--- src/rtl/rtc_pwr_evt.sv ---
module rtc_pwr_evt #(
  parameter int RAM_BYTES = 114,
  parameter int DW = 8
) (
  input  logic                          clk,
  input  logic                          rst_n,
  input  logic                          main_pwr,
  input  logic                          wake_pulse,
  input  logic                          kick_pulse,
  input  logic                          clr_pin_n,
  input  logic                          reg_sel,
  input  logic                          reg_wr,
  input  logic                          reg_rd,
  input  logic [7:0]                    reg_wdata,
  output logic [7:0]                    reg_rdata,
  output logic                          irq_n,
  output logic                          pwr_n,
  output logic                          pwr_oe,
  output logic                          aux_en,
  output logic                          sqw_fast,
  output logic                          xtal_load,
  output logic                          ram_we,
  output logic [$clog2(RAM_BYTES)-1:0]  ram_addr,
  output logic [DW-1:0]                 ram_wdata
);
  localparam int AW = $clog2(RAM_BYTES);
  localparam logic [AW-1:0] LAST = AW'(RAM_BYTES - 1);

  logic [7:0]    ctrl;
  logic          wf, kf, done, busy, pin_q;
  logic [AW-1:0] addr;

  wire stat_rd = reg_rd & reg_sel;
  wire at_last = addr == LAST;
  wire fall    = pin_q & ~clr_pin_n;
  wire evt_act = (wf & ctrl[1]) | (kf & ctrl[0]);

  always_ff @(posedge clk) begin
    if (!rst_n) begin
      ctrl  <= '0;
      wf    <= 1'b0;
      kf    <= 1'b0;
      done  <= 1'b0;
      busy  <= 1'b0;
      addr  <= '0;
      pin_q <= 1'b1;
    end else begin
      if (reg_wr && !reg_sel) ctrl <= reg_wdata;
      wf    <= (wf & ~stat_rd) | wake_pulse;
      kf    <= (kf & ~stat_rd) | kick_pulse;
      done  <= (done & ~stat_rd) | (busy & at_last);
      pin_q <= clr_pin_n;
      if (busy) begin
        if (at_last) busy <= 1'b0;
        else         addr <= addr + 1'b1;
      end else if (fall && ctrl[4]) begin
        busy <= 1'b1;
        addr <= '0;
      end
    end
  end

  assign reg_rdata = reg_sel ? {5'b0, done, kf, wf} : ctrl;
  assign pwr_n     = ~evt_act;
  assign irq_n     = ~(main_pwr & (evt_act | (done & ctrl[2])));
  assign pwr_oe    = main_pwr | ctrl[3];
  assign aux_en    = ctrl[7];
  assign sqw_fast  = ctrl[6];
  assign xtal_load = ctrl[5];
  assign ram_we    = busy;
  assign ram_addr  = addr;
  assign ram_wdata = '0;
endmodule


--- config.mk ---
export PLATFORM = sky130hd
export DESIGN_NAME = rtc_pwr_evt
export DESIGN_NICKNAME = d
export VERILOG_FILES = /design/src/rtl/rtc_pwr_evt.sv
export SDC_FILE = /design/constraint.sdc
export NUM_CORES = 1
export LEC_CHECK = 0
export BUFFER_PORTS_ARGS = -buffer_cell sky130_fd_sc_hd__buf_4
export CELL_PAD_IN_SITES_DETAIL_PLACEMENT = 2
export CELL_PAD_IN_SITES_GLOBAL_PLACEMENT = 2
export CORE_UTILIZATION = 27
export DETAILED_ROUTE_END_ITERATION = 10
export PLACE_DENSITY_LB_ADDON = 0.25
export SKIP_LAST_GASP = 1
export SLEW_MARGIN = 20
export SYNTH_ARGS = -nofsm -noshare
export SYNTH_HDL_FRONTEND = slang
export SYNTH_SLANG_ARGS = --single-unit
--- constraint.sdc ---
create_clock -name clk -period 3.5 [get_ports clk]
set_input_delay 0.875 -clock clk [delete_from_list [all_inputs] [get_ports clk]]
set_output_delay 0.875 -clock clk [all_outputs]
set_load 0.05 [all_outputs]
==> impl_metrics.yaml <==
run_status:
  outcome: "finished, final reports clean"
detailed_routing:
  vias_per_cell: 4.79
  totalWireLength_um: 2660
  vias: 934
  detail_route.iter0.violations: 16
  first_pass_iters: 2
  wl_per_cell_um: 13.6
  antenna_left: 0
  remaining_drc_errors: 0
sta:
  finalCritPeriodShare_pct: 69.4
  fmax_mhz: 412
  finalHoldViolations: 0
  setup_viol: 0
  setup_tns_ns: 0
  slew_headroom_pct: 41.0
  fin_crit_ns: 2.43
  clock-skew-final_ns: 0.00631
  slew_violations: 0
  worst_pin_slew_ns: 0.884
  rsz0062_at_grt: "false"
global_route:
  grt_max_degree: 17
  grt_pass1_wl_um: 4490
  grt_pass1_vias: 959
  grt-ovfl-total: 0
  antenna_found_initial: 0
  track_usage_pct: 14.8
critical_path:
  critPathLaunchType: "primary input"
  crit_chain: "buf_4, mux2_2, buf_4"
  worstPathArrival_ns: 1.55
  critical_path_required_ns: 2.62
  cp.depth: 3
  critPathCaptureType: "output pin"
  critPathMaxFanout: 10
  critPathLaunch: "reg_sel"
  worst-path-buf-inv: 2
  reg2reg_slack_ns: 1.86
  cpPeakStageDelay_ns: 0.34
  crit_family: "multiplexers"
  crit_type: "in2out"
  cpMostUsedCell: "buf_4"
  r2r_start: "ram_addr[0]$_SDFFE_PN0P_"
  r2r-end: "ram_addr[5]$_SDFFE_PN0P_"
  critPathCapture: "reg_rdata[0]"
  cp_slowest_cell: "mux2_2"
  rr_worst_depth: 5
placed_design:
  dp.cells: 191
  portBuffers: 38
  dp_hpwl_um: 2080
  gp_congestion: 0.820
pwr:
  p_leak_uw: 0.000605
  cellPowerDensity_mw_per_mm2: 419
  peakVddDrop_uv: 220
cells_and_area:
  final_cells: 195
  final_cell_mix: "buf_4, dfxtp_1, nor2_1"
  drive_above_1_share_pct: 33.6
  diodes: 0
  synthToLayoutAreaGrowth_pct: 35.1
  fin_util_pct: 39.7
  nets: 169
  fillCellCount: 408
  final_common_cell: "buf_4"
die:
  ioPinCount: 47
  start_util_pct: 29.4
  fp.dieW_um: 63.5
  die_area_sq_mm: 0.00403
  die_h_um: 63.5
  rows: 21
  core_area_sq_mm: 0.00347
synth:
  yosysTopAreaCell: "dfxtp_1"
  seq_area_frac_synth_pct: 39.3
  synth_top_area_share_pct: 39.3
  yosysWarnings: 0
  ys_types: 34
  netlist_area_sq_mm: 0.00102
  synth.area.top_cells: "dfxtp_1, mux2i_1, buf_4"
  synth-seq-cells: 20
  synth_cells: 113
  avgSynthCellArea_sq_um: 9.02
clocking:
  cts_hold_buffers: 0
  ctsHtreeMaxLevel: 1
  clkTransAtPathRegs_ns: 0.07
  clock_path_buffers: 2
  cts_root_buf: "clkbuf_8"
  insertion_delay_ns: 0.27
  cts_tree: "yes"
  numClockSinks: 20
  cts_setup_buffers: 0
  ctsResizeCount: 0
  cts_buffers: 3
min_path:
  hold_path.class: "reg2reg"
  min_path_cells: 2
job:
  maxCapViolations: 0
==> power by group <==
part | leakage [uW] | internal, uW | switching, uW | total (uW)
Combinational | 0.000406 | 33.7 | 67.7 | 101
Sequential | 0.000163 | 235 | 6.71 | 242
Clock | 0.0000357 | 153 | 81.5 | 234
Total | 0.000605 | 422 | 156 | 577
==> layout make-up <==
class | count | area (sq um) | share of cell area (%)
tap | 46 | 57.6 | 4.18
timing repair buffer | 38 | 285 | 20.7
clock buffer | 3 | 41.3 | 3.00
multi-input combinational | 85 | 556 | 40.3
clock inverter | 1 | 30.0 | 2.18
sequential | 20 | 400 | 29.1
inverter | 2 | 7.51 | 0.545
==> registers in the layout, indices dropped and copies added (netlist names) <==
name,count
done,1
ram_we,1
kf,1
ram_addr,7
wf,1
ctrl,8
pin_q,1
==> cell usage after synthesis <==
library cell,count
inv_1,2
and4_2,1
ha_1,2
nor2_1,13
or3_2,1
clkbuf_1,2
a22oi_1,2
buf_2,3
nand2b_1,1
nand4b_1,1
and3_1,3
o221ai_1,1
or4_1,1
nand4_1,2
dfxtp_1,20
or2_2,2
o211ai_1,1
a41oi_1,1
xnor2_1,1
o21a_1,2
nand3_1,5
o41ai_4,1
buf_4,8
a211oi_1,1
mux2i_1,8
nor4_1,1
conb_1,1
nand2_1,7
a21oi_1,5
nand4bb_1,1
o21ai_0,1
mux2_2,3
and2_1,1
nor2b_1,8
==> metrics by stage <==
stage,power [uW],hold slack (ns),area (sq um),setup slack (ns)
floorplan,325,0.467,1050,0.838
global placement,348,0.492,1310,1.07
detailed placement,350,0.513,1310,1.06
CTS,587,0.533,1380,1.06
global route,603,0.567,1380,1.04
finish,577,0.525,1380,1.07
==> worst reg2reg max path: stages, from the launching register on <==
cell and delay, ns:
dfxtp_1 0.48, ha_1 0.19, nand2_1 0.09, nor4_1 0.41
or2_2 0.21, o221ai_1 0.11
==> how the worst min path moves through the flow <==
stage | from | endpoint | slack, ns
after floorplan | ctrl[3]$_SDFFE_PN0P_ | ctrl[3]$_SDFFE_PN0P_ | 0.47
after global placement | ctrl[5]$_SDFFE_PN0P_ | ctrl[5]$_SDFFE_PN0P_ | 0.49
after detailed placement | kf$_SDFF_PN0_ | kf$_SDFF_PN0_ | 0.51
after CTS | kf$_SDFF_PN0_ | kf$_SDFF_PN0_ | 0.53
after global routing | ctrl[3]$_SDFFE_PN0P_ | ctrl[3]$_SDFFE_PN0P_ | 0.57
final | ctrl[3]$_SDFFE_PN0P_ | ctrl[3]$_SDFFE_PN0P_ | 0.52
==> routing by layer <==
metal  GRT usage, %  routed length (um)  vias to the layer above
met4           5.11                  31                        0
met3           4.71                 142                        4
met2           25.9                1370                       29
met1           16.7                1110                      450
li1               -                   -                      451
met5              0                   0                        -
==> kinds of logic (layout without fill, tap and decap cells) <==
kind of cell	Yosys count	after routing	synth area share (%)
AO/OA/AOI/OAI	15	15	11.8
XOR/XNOR	1	1	0.859
adder cells (fa/ha/maj)	2	2	2.45
buffers and inverters	15	44	8.83
flip-flops	20	20	39.3
multiplexers	11	11	11.2
other	1	8	0.368
AND/OR/NAND/NOR	48	48	25.3
Note: power is estimated with default switching activity, not from simulation.
